--- config.mk ---
export PLATFORM = sky130hd
export DESIGN_NAME = i2c_memreg_target
export DESIGN_NICKNAME = d
export VERILOG_FILES = /design/src/rtl/i2c_mrt_pkg.sv /design/src/rtl/i2c_mrt_linesync.sv /design/src/rtl/i2c_mrt_store.sv /design/src/rtl/i2c_mrt_engine.sv /design/src/rtl/i2c_memreg_target.sv
export SDC_FILE = /design/constraint.sdc
export NUM_CORES = 2
export LEC_CHECK = 0
export BUFFER_PORTS_ARGS = -buffer_cell sky130_fd_sc_hd__buf_2
export CAP_MARGIN = 30
export CORE_MARGIN = 5
export CORE_UTILIZATION = 55
export CTS_CLUSTER_DIAMETER = 100
export CTS_CLUSTER_SIZE = 20
export DETAILED_ROUTE_END_ITERATION = 10
export GPL_ROUTABILITY_DRIVEN = 0
export PLACE_DENSITY = 0.7
export SLEW_MARGIN = 20
export SYNTH_ARGS = -nofsm -noshare
export SYNTH_HDL_FRONTEND = slang
export SYNTH_SLANG_ARGS = --single-unit
--- constraint.sdc ---
create_clock -name clk -period 11.8 [get_ports clk]
set_input_delay 0.59 -clock clk [delete_from_list [all_inputs] [get_ports clk]]
set_output_delay 0.59 -clock clk [all_outputs]
set_load 0.02 [all_outputs]
--- src/rtl/i2c_mrt_pkg.sv ---
package i2c_mrt_pkg;
    localparam int MEM_AW = 9;
    localparam logic [5:0] SEL_MEM = 6'b101000;
    localparam logic [6:0] SEL_CTL = 7'b1011001;
    localparam logic [6:0] SEL_FLT = 7'b1011000;
    localparam logic [7:0] REG_WORD = 8'hFF;
    localparam logic [7:0] KEY_WEL = 8'h02;
    localparam logic [7:0] KEY_ARM = 8'h06;

    typedef enum logic [3:0] {
        S_IDLE, S_DEVSEL, S_ACK_DEV, S_WADDR, S_ACK_ADDR,
        S_WDATA, S_ACK_WDATA, S_RDATA, S_RACK, S_IGNORE, S_COMMIT
    } eng_state_e;

    typedef enum logic [1:0] {T_MEM, T_CTL, T_FLT} target_e;
endpackage

--- src/rtl/i2c_mrt_linesync.sv ---
module i2c_mrt_linesync #(
    parameter int SYNC_STAGES = 2
) (
    input  logic clk,
    input  logic rst_n,
    input  logic scl_i,
    input  logic sda_i,
    input  logic wp_i,
    output logic sda_o,
    output logic wp_o,
    output logic scl_rise_o,
    output logic scl_fall_o,
    output logic start_o,
    output logic stop_o
);
    localparam int N = SYNC_STAGES;

    typedef struct packed {
        logic [N:0]   scl;
        logic [N:0]   sda;
        logic [N-1:0] wp;
    } ls_t;

    ls_t q, d;

    always_comb begin
        d     = q;
        d.scl = {q.scl[N-1:0], scl_i};
        d.sda = {q.sda[N-1:0], sda_i};
        d.wp  = {q.wp[N-2:0], wp_i};
    end

    always_ff @(posedge clk or negedge rst_n) begin
        if (!rst_n) q <= '1;
        else        q <= d;
    end

    logic scl_now, scl_old, sda_now, sda_old;
    assign scl_now = q.scl[N-1];
    assign scl_old = q.scl[N];
    assign sda_now = q.sda[N-1];
    assign sda_old = q.sda[N];

    assign sda_o      = sda_now;
    assign wp_o       = q.wp[N-1];
    assign scl_rise_o = scl_now & ~scl_old;
    assign scl_fall_o = ~scl_now & scl_old;
    assign start_o    = scl_now & scl_old & sda_old & ~sda_now;
    assign stop_o     = scl_now & scl_old & ~sda_old & sda_now;

    // bus events that steer the engine never coincide
    a_r10_events_exclusive: assert property (@(posedge clk) disable iff (!rst_n)
        $onehot0({start_o, stop_o, scl_rise_o, scl_fall_o}));
endmodule

--- src/rtl/i2c_mrt_store.sv ---
module i2c_mrt_store #(
    parameter int ADDR_W = 9,
    parameter int DATA_W = 8
) (
    input  logic              clk,
    input  logic              we,
    input  logic [ADDR_W-1:0] waddr,
    input  logic [DATA_W-1:0] wdata,
    input  logic [ADDR_W-1:0] raddr,
    output logic [DATA_W-1:0] rdata
);
    localparam int DEPTH = 1 << ADDR_W;

    logic [DATA_W-1:0] mem_q [DEPTH];

    always_ff @(posedge clk) begin
        if (we) mem_q[waddr] <= wdata;
    end

    assign rdata = mem_q[raddr];
endmodule

--- src/rtl/i2c_mrt_engine.sv ---
module i2c_mrt_engine
    import i2c_mrt_pkg::*;
#(
    parameter int PAGE_BYTES = 16
) (
    input  logic              clk,
    input  logic              rst_n,
    input  logic              sda,
    input  logic              wp,
    input  logic              scl_rise,
    input  logic              scl_fall,
    input  logic              start_evt,
    input  logic              stop_evt,
    input  logic [7:0]        mem_rdata,
    output logic              mem_we,
    output logic [MEM_AW-1:0] mem_waddr,
    output logic [7:0]        mem_wdata,
    output logic [MEM_AW-1:0] mem_raddr,
    output logic              sda_oe
);
    localparam int PG_W  = $clog2(PAGE_BYTES + 1);
    localparam int IDX_W = (PAGE_BYTES > 1) ? $clog2(PAGE_BYTES) : 1;
    localparam logic [PG_W-1:0] PAGE_LIM = PG_W'(PAGE_BYTES);

    typedef struct packed {
        eng_state_e                  st;
        target_e                     tgt;
        logic [3:0]                  bits;
        logic [7:0]                  sh;
        logic                        oe;
        logic                        rw;
        logic                        hi;
        logic                        more;
        logic [MEM_AW-1:0]           cnt;
        logic [MEM_AW-1:0]           wbase;
        logic [PAGE_BYTES-1:0][7:0]  wbuf;
        logic [PG_W-1:0]             wcnt;
        logic [PG_W-1:0]             cidx;
        logic                        ok;
        logic                        wel;
        logic                        armed;
        logic [7:0]                  ctl;
        logic [7:0]                  flt;
    } eng_t;

    eng_t q, d;
    logic [7:0] rd_byte;
    logic [7:0] reg_in;

    always_comb begin
        d         = q;
        mem_we    = 1'b0;
        mem_waddr = q.wbase + MEM_AW'(q.cidx);
        mem_wdata = q.wbuf[q.cidx[IDX_W-1:0]];
        reg_in    = q.wbuf[0];
        case (q.tgt)
            T_CTL:   rd_byte = q.ctl;
            T_FLT:   rd_byte = q.flt;
            default: rd_byte = mem_rdata;
        endcase

        if (q.st == S_COMMIT) begin
            if (q.tgt == T_MEM) begin
                mem_we = q.ok;
                d.cidx = q.cidx + PG_W'(1);
                if (q.cidx + PG_W'(1) == q.wcnt) begin
                    d.st   = S_IDLE;
                    d.wcnt = '0;
                end
            end else begin
                if (q.ok) begin
                    if (q.tgt == T_FLT) begin
                        d.flt = reg_in;
                    end else if (q.armed) begin
                        d.ctl   = reg_in;
                        d.armed = 1'b0;
                    end else if (reg_in == KEY_WEL) begin
                        d.wel = 1'b1;
                    end else if (reg_in == KEY_ARM && q.wel) begin
                        d.armed = 1'b1;
                    end
                end
                d.st   = S_IDLE;
                d.wcnt = '0;
            end
        end else if (start_evt) begin
            d.st   = S_DEVSEL;
            d.bits = '0;
            d.oe   = 1'b0;
            d.wcnt = '0;
        end else if (stop_evt) begin
            d.oe = 1'b0;
            if (q.st == S_WDATA && q.bits == 4'd1 && q.wcnt != '0) begin
                d.st   = S_COMMIT;
                d.cidx = '0;
                d.ok   = ~wp & (q.wel | (q.tgt == T_CTL));
            end else begin
                d.st   = S_IDLE;
                d.wcnt = '0;
            end
        end else begin
            case (q.st)
                S_DEVSEL, S_WADDR, S_WDATA: begin
                    if (scl_rise) begin
                        d.sh   = {q.sh[6:0], sda};
                        d.bits = q.bits + 4'd1;
                    end else if (scl_fall && q.bits == 4'd8) begin
                        if (q.st == S_DEVSEL) begin
                            d.rw = q.sh[0];
                            d.hi = q.sh[1];
                            d.oe = 1'b1;
                            d.st = S_ACK_DEV;
                            if (q.sh[7:2] == SEL_MEM)      d.tgt = T_MEM;
                            else if (q.sh[7:1] == SEL_CTL) d.tgt = T_CTL;
                            else if (q.sh[7:1] == SEL_FLT) d.tgt = T_FLT;
                            else begin
                                d.oe = 1'b0;
                                d.st = S_IGNORE;
                            end
                        end else if (q.st == S_WADDR) begin
                            if (q.tgt != T_MEM && q.sh != REG_WORD) begin
                                d.st = S_IGNORE;
                            end else begin
                                d.oe = 1'b1;
                                d.st = S_ACK_ADDR;
                                if (q.tgt == T_MEM) begin
                                    d.cnt   = {q.hi, q.sh};
                                    d.wbase = {q.hi, q.sh};
                                end
                            end
                        end else begin
                            d.oe = 1'b1;
                            d.st = S_ACK_WDATA;
                            if (q.wcnt < PAGE_LIM) begin
                                d.wbuf[q.wcnt[IDX_W-1:0]] = q.sh;
                                d.wcnt = q.wcnt + PG_W'(1);
                            end
                            if (q.tgt == T_MEM) d.cnt = q.cnt + MEM_AW'(1);
                        end
                    end
                end
                S_ACK_DEV: begin
                    if (scl_fall) begin
                        d.bits = '0;
                        if (q.rw) begin
                            d.sh = {rd_byte[6:0], 1'b0};
                            d.oe = ~rd_byte[7];
                            d.st = S_RDATA;
                        end else begin
                            d.oe = 1'b0;
                            d.st = S_WADDR;
                        end
                    end
                end
                S_ACK_ADDR, S_ACK_WDATA: begin
                    if (scl_fall) begin
                        d.oe   = 1'b0;
                        d.bits = '0;
                        d.st   = S_WDATA;
                    end
                end
                S_RDATA: begin
                    if (scl_rise) begin
                        d.bits = q.bits + 4'd1;
                    end else if (scl_fall) begin
                        if (q.bits == 4'd8) begin
                            d.oe = 1'b0;
                            d.st = S_RACK;
                            if (q.tgt == T_MEM) d.cnt = q.cnt + MEM_AW'(1);
                        end else begin
                            d.oe = ~q.sh[7];
                            d.sh = {q.sh[6:0], 1'b0};
                        end
                    end
                end
                S_RACK: begin
                    if (scl_rise) begin
                        d.more = ~sda;
                    end else if (scl_fall) begin
                        if (q.more) begin
                            d.sh   = {rd_byte[6:0], 1'b0};
                            d.oe   = ~rd_byte[7];
                            d.bits = '0;
                            d.st   = S_RDATA;
                        end else begin
                            d.st = S_IGNORE;
                        end
                    end
                end
                default: ;
            endcase
        end
    end

    always_ff @(posedge clk or negedge rst_n) begin
        if (!rst_n) q <= '0;
        else        q <= d;
    end

    assign mem_raddr = q.cnt;
    assign sda_oe    = q.oe;

    // the data driver only moves right after a falling bus clock
    a_r7_oe_after_fall: assert property (@(posedge clk) disable iff (!rst_n)
        (q.oe != $past(q.oe)) |-> $past(scl_fall));

    // no memory store without the enable latch
    a_r7_store_needs_wel: assert property (@(posedge clk) disable iff (!rst_n)
        mem_we |-> q.wel);

    // commit phase is only entered on a stop event
    a_r10_commit_on_stop: assert property (@(posedge clk) disable iff (!rst_n)
        (q.st == S_COMMIT && $past(q.st) != S_COMMIT) |-> $past(stop_evt));

    // a stop seen with protect high never arms a commit
    a_r9_wp_blocks: assert property (@(posedge clk) disable iff (!rst_n)
        (q.st == S_COMMIT && $past(q.st) != S_COMMIT && $past(wp)) |-> !q.ok);

    // register word address acknowledged only for the fixed value
    a_r3_reg_word_fixed: assert property (@(posedge clk) disable iff (!rst_n)
        (q.st == S_ACK_ADDR && q.tgt != T_MEM) |-> (q.sh == REG_WORD));

    // a start discards any buffered bytes
    a_r10_start_drops: assert property (@(posedge clk) disable iff (!rst_n)
        (start_evt && q.st != S_COMMIT) |=> (q.wcnt == '0));
endmodule

--- src/rtl/i2c_memreg_target.sv ---
module i2c_memreg_target
    import i2c_mrt_pkg::*;
#(
    parameter int PAGE_BYTES  = 16,
    parameter int SYNC_STAGES = 2
) (
    input  logic clk,
    input  logic rst_n,
    input  logic scl_i,
    input  logic sda_i,
    input  logic wp_i,
    output logic sda_oe_o
);
    logic              sda_s, wp_s, scl_rise, scl_fall, start_evt, stop_evt;
    logic              mem_we;
    logic [MEM_AW-1:0] mem_waddr, mem_raddr;
    logic [7:0]        mem_wdata, mem_rdata;

    i2c_mrt_linesync #(.SYNC_STAGES(SYNC_STAGES)) u_sync (
        .clk        (clk),
        .rst_n      (rst_n),
        .scl_i      (scl_i),
        .sda_i      (sda_i),
        .wp_i       (wp_i),
        .sda_o      (sda_s),
        .wp_o       (wp_s),
        .scl_rise_o (scl_rise),
        .scl_fall_o (scl_fall),
        .start_o    (start_evt),
        .stop_o     (stop_evt)
    );

    i2c_mrt_engine #(.PAGE_BYTES(PAGE_BYTES)) u_eng (
        .clk       (clk),
        .rst_n     (rst_n),
        .sda       (sda_s),
        .wp        (wp_s),
        .scl_rise  (scl_rise),
        .scl_fall  (scl_fall),
        .start_evt (start_evt),
        .stop_evt  (stop_evt),
        .mem_rdata (mem_rdata),
        .mem_we    (mem_we),
        .mem_waddr (mem_waddr),
        .mem_wdata (mem_wdata),
        .mem_raddr (mem_raddr),
        .sda_oe    (sda_oe_o)
    );

    i2c_mrt_store #(.ADDR_W(MEM_AW), .DATA_W(8)) u_mem (
        .clk   (clk),
        .we    (mem_we),
        .waddr (mem_waddr),
        .wdata (mem_wdata),
        .raddr (mem_raddr),
        .rdata (mem_rdata)
    );
endmodule

* After elaboration in Yosys (flattened, before gate mapping)
Memories as Yosys holds them, arrays and structs flattened. Index checks and enable logic that the tools add are counted. Widths: inputs -> output; s select.
Storage, ports and cells: register bits 205, RAM bits 4096, input bits 5, memories 1
Operators by class: add/subtract/negate cells 5, order comparisons 4, equal/unequal tests 69, multiplexer cells 96, bitwise logic cells 26, reductions and logical operators 39
Memory list:
- u_mem.mem_q | depth 512, width 8, read ports 1, clocked after Yosys merged registers in 0, write ports 1, RTL line i2c_mrt_store.sv:14 | logic [DATA_W-1:0] mem_q [DEPTH];
Operator list (number):
- $mux 151 | 3
- $mux 133 | 2
- $bwmux 128 | 1
- $mux 4 | 23
- $mux 9 | 8
- $mux 13 | 4
- $pmux 4 s5 | 2
- $mux 18 | 2
- $ne 4x3->1 const B | 9
- $mux 5 | 7
- $bmux 8 s4 | 1
- $demux 8 s4 | 1
- $mux 8 | 4
- $pmux 8 s4 | 1
- $mux 6 | 5
- $ne 5x3->1 const B | 6
- $mux 12 | 2
- $reduce_and 12->1 | 2
- $reduce_and 10->1 | 2
- $mux 1 | 18
- $ne 3x3->1 const B | 6
- $pmux 9 s2 | 1
- $not 1->1 | 17
- $eq 4x3->1 const B | 4
- other kinds (51) | 108

* Depth between registers and ports, before layout
word-level depth 14, depth in mapped cells 16, gate-level depth less buffers 10

* Cells and area by module
A second synthesis with hierarchy kept.
Second synthesis, totals: cells, all modules 8952, area, all modules 170483.5 um^2
By module, submodules not included:
- i2c_mrt_store | times used 1, cells each 8022, area an instance 159767.0 um^2
- i2c_mrt_engine | times used 1, cells each 918, area an instance 10473.8 um^2
- i2c_mrt_linesync | times used 1, cells each 12, area an instance 242.7 um^2

* Least setup slack after synthesis
OpenSTA, ideal clock, no wires.
kind register to register, start point register u_eng.q[19] (netlist bit), end point memory u_mem.mem_q[0][0], data pin, arrival 5.109 ns, required time 10.897 ns, slack 5.788 ns, stages on the path, launching flop included 5, buffers on the path 2, period minus slack after synthesis 6.012 ns, cell sequence dfrtp_1 -> clkbuf_1 -> buf_1 -> mux4_2 -> mux4_2
On the way: longest elaborated chain between the ends 2
RTL lines:
- start, declared | RTL line i2c_mrt_engine.sv:46 | eng_t q, d;
- start signal, assigned | RTL line i2c_mrt_engine.sv:196 | if (!rst_n) q <= '0;
- start signal, assigned | RTL line i2c_mrt_engine.sv:197 | else q <= d;
- $bmux 8 s4 | RTL line i2c_mrt_engine.sv:54 | mem_wdata = q.wbuf[q.cidx[IDX_W-1:0]];
- $mux 8 (implied by the code) | RTL line i2c_mrt_engine.sv:54
- net mem_wdata[0] | RTL line i2c_memreg_target.sv:17 | logic [7:0] mem_wdata, mem_rdata;
- end, declared | RTL line i2c_mrt_store.sv:14
The timed path passes the listed nets, and every way through them passes these cells. The select of a mux whose other input is x is not followed.

* Worst setup path after layout
start point register u_eng.q (netlist bit u_eng.mem_raddr[1]), end point register u_eng.q[186] (netlist bit)
On the way: longest elaborated chain between the ends 6, elaborated cells on any way between the ends 8, classes of those cells mux: 7; memory: 1
RTL lines:
- $mem_v2 512x8 (*)
- $pmux 8 s2 (*) | RTL line i2c_mrt_engine.sv:56 | case (q.tgt)
- $mux 13 | RTL line i2c_mrt_engine.sv:180 | if (q.more) begin
- $mux 13 | RTL line i2c_mrt_engine.sv:179 | end else if (scl_fall) begin
- $mux 13 | RTL line i2c_mrt_engine.sv:177 | if (scl_rise) begin
- $pmux 8 s4 (*) | RTL line i2c_mrt_engine.sv:102 | case (q.st)
Every way passes the cells marked *; elsewhere a longest branch is shown, timed or not. The select of a mux whose other input is x is not followed. A chain may end at the register's enable or synchronous reset.

==> reports/qor.csv <==
stage,metric,value,unit
global_route,GR peak layer,met2,
yosys,Syn Area/Cell,20.46,µm²
die,Die Y,566.3,µm
flow_run,max cap viols,0,
power_and_ir_drop,peak supply drop,0.1323,mV
yosys,Yosys top cell area share,72.27,%
detailed_routing,WL final,457700,µm
yosys,largest cells by area after synthesis,"edfxtp_1 (72%), mux4_2 (13%), dfrtp_1 (2.9%)",
power_and_ir_drop,fraction of power consumed by sequential logic,64.7,%
global_route,all-layer global routing usage,28.13,%
timing,Fin. Hold Viols,0,
critical_path,Worst Path Arrival,6780,ps
cells_and_area,FF/Latch Area,128200,µm²
clocking,CTS tree,built,
die,die area,320700,µm²
yosys,number of cells produced by synthesis,8319,
clocking,TritonCTS Sinks,4301,
worst_hold_path,class of the worst hold path,in -> async,
placement,Post-DP Area,174500,µm²
critical_path,cells along the critical path,"buf_4, buf_12, buf_4, mux4_2, mux4_2, and2_1, o41ai_1, buf_4, o32ai_1, a311oi_1, o21ai_1",
global_route,GRT overflow,0,
global_route,met1 GRT Util,40.51,%
placement,IO buf count,5,
yosys,Netlist Area Pre-Place,170200,µm²
critical_path,CP Launch Point,u_eng.mem_raddr[1],
critical_path,Critical Path Max Stage Delay,760,ps
power_and_ir_drop,clock power share,32.9,%
timing,Fin Setup TNS,0,ps
cells_and_area,layout cells sized above 1,20.85,%
detailed_routing,Routed WL per cell,36.64,µm
die,num rows,204,
yosys,Seq cells post-synth,4301,
clocking,Max Buffers Root-to-Sink,4,
timing,Pins Over Slew Limit,0,
timing,hold slack,186.4,ps
critical_path,critical path data required time,12640,ps
global_route,met2 GRT Util,41.35,%
detailed_routing,drt pass-1 iters,8,
critical_path,worst-path maximum fanout,105,
global_route,grt met3 use,7.546,%
power_and_ir_drop,Gate power share,2.3,%
timing,Max-slew headroom,15.86,%
clocking,clock-pin transition on the worst setup and hold timing paths,90,ps
cells_and_area,final instance area,181400,µm²
clocking,worst skew pair latency,980,ps
die,Top Ports,6,
power_and_ir_drop,Cell Pwr Density,140.9,nW/µm²
global_route,global-route wire length before repair,645400,µm
power_and_ir_drop,P_int,20.40,mW
clocking,post-cts resize count,0,
cells_and_area,area grow syn2layout,6.566,%
clocking,TritonCTS buffer count,239,
yosys,fraction of registers with async set/reset,4.766,%
critical_path,Worst setup EP type,flip-flop,
critical_path,worst reg2reg startpoint,u_eng.mem_raddr[1],
power_and_ir_drop,switching power,5.158,mW
cells_and_area,fin nets,8318,
yosys,Synth Flop Type,edfxtp_1,
clocking,hold_buf cts,4,
placement,HPWL after DPL,278600,µm
timing,fmax,0.1685,GHz
cells_and_area,most frequent cells in the layout,"edfxtp_1 (4096), mux4_2 (968), nor2_1 (620)",
timing,measured slew at the worst slew-check pin,1262,ps
yosys,Synthesized Nets,8343,
yosys,"area leader, netlist",edfxtp_1,
global_route,number of global-route vias before repair,84037,
power_and_ir_drop,Pleak,47.02,nW
timing,Setup Skew,63.57,ps
die,initial core utilization,55.15,%
yosys,Post-synth EDFFs,4096,
critical_path,CP bufs+invs,4,
clocking,Max H-tree Level,4,
timing,RSZ-0062 raised after global routing,no,
critical_path,crit-path leading delay family,buffers and inverters,
detailed_routing,initial DRC count,13983,
critical_path,CP Launch Type,flip-flop,
clocking,postcts setup bufs,0,
critical_path,Critical Path Most Common Cell,buf_4,
cells_and_area,filler cell count,21677,
yosys,synth unique cells,87,
critical_path,kind of critical path,reg -> reg,
clocking,Clock Tree Root,clkbuf_16,
run_status,status,"complete, no violations",
detailed_routing,Final ANT Viol Nets,0,
global_route,initial antenna violation count,36,
detailed_routing,# DRC,0,
cells_and_area,multi-input logic area,39120,µm²
global_route,largest net degree at the start of global routing,212,
power_and_ir_drop,sw frac,20.19,%
timing,fin crit period,5933,ps
yosys,Ys Warns,0,
critical_path,"Slowest-stage cell, CP",dfrtp_4,
detailed_routing,post-DR vias/cell,6.950,
cells_and_area,"most common cell after layout, fill and taps aside",edfxtp_1,
yosys,sequential share of the synthesized area,75.29,%
detailed_routing,routed via count,86816,
timing,Final Setup Violations,0,
die,Die X,566.3,µm
timing,Final period util,50.28,%
die,core region area,308600,µm²
## Yosys cell counts, types with 14 or more instances
cell and instances:
and2_1 14, nand3_1 81, mux4_1 16, edfxtp_1 4096, inv_1 19, buf_1 42
nand4_1 22, buf_4 49, a211oi_1 28, nand2b_1 22, mux4_2 976, buf_2 95
mux2_2 182, dfrtp_1 197, nor4_1 19, buf_8 16, o221ai_1 21, a21oi_1 129
nor2b_1 21, clkbuf_1 220, buf_6 75, a221oi_1 91, nand2_1 261, a221o_1 17
ha_1 18, o21ai_0 103, nor2_1 632, a2111oi_0 15, o22ai_1 44, a22oi_1 74
mux2i_1 427, a31oi_1 22, nor3_1 53
## state kept, by name, indices dropped and copies added (netlist names), named ones only
register         cells
u_eng.sda_oe         1
u_sync.q             2
u_eng.q             59
u_sync.d             4
u_sync.sda_o         1
u_mem.mem_q       4096
u_sync.wp_o          1
u_eng.mem_raddr      9
## worst paths after layout
check                                     endpoint  slack [ps]  cells past startpoint
worst max-delay path                  u_eng.q[186]        5870                     11
min in group clk                       u_sync.d[3]         290                      2
max in group asynchronous       u_eng.mem_raddr[2]       10210                      3
worst min register to register         u_sync.d[7]         370                      0
worst max register to register        u_eng.q[186]        5870                     11
worst min-delay path                     async pin         190                      2
## worst reg2reg max path: cells and delay by family (launching register included)
| family | cells | cell delay [ps] |
|---|---|---|
| mux | 2 | 1020 |
| simple gates | 1 | 170 |
| buf+inv | 4 | 2350 |
| flops | 1 | 760 |
| compound gates | 4 | 1520 |
## layer usage
layer,routed length (µm),vias to the layer above
li1,-,34002
met1,171000,45808
met2,206400,5982
met3,57640,998
met4,22450,26
met5,163,-
## through the flow
step	cells	util, %	total power [mW]	worst slack (ps)
2_1_floorplan	8319	-	17.32	5788
3_3_place_gp	12119	56.45	17.47	6028
3_5_place_dp	12145	56.56	17.48	6037
4_1_cts	12450	58.65	25.61	6008
5_1_grt	12475	58.76	26.22	5842
6_report	12492	58.77	25.56	5867
## power groups by stage
stage | registers [mW] | logic, mW | clock network [mW]
after floorplan | 16.9 | 0.471 | 0
after global placement | 16.9 | 0.579 | 0
after detailed placement | 16.9 | 0.591 | 0
after CTS | 16.5 | 0.593 | 8.48
after global routing | 16.6 | 0.646 | 9.02
final | 16.5 | 0.599 | 8.41
## area by class of cell
| cell class | instances | area share, % |
|---|---|---|
| clock buffer | 287 | 3.414 |
| inverter | 22 | 0.05243 |
| sequential | 4301 | 70.66 |
| antenna | 18 | 0.02484 |
| tap | 4120 | 2.842 |
| clock inverter | 14 | 0.1228 |
| timing repair buffer | 245 | 1.307 |
| multi-input combinational | 3485 | 21.57 |
## logic make-up after synthesis
kind of cell	synth area share [%]
AOI/OAI and AO/OA	2.730
xor gates and xnor gates	0.09778
adders and majority gates	0.1441
buffers and inverters	1.895
DFF	75.29
muxes	16.88
and+or+nand+nor	2.964
Note: power is estimated with default switching activity, not from simulation.
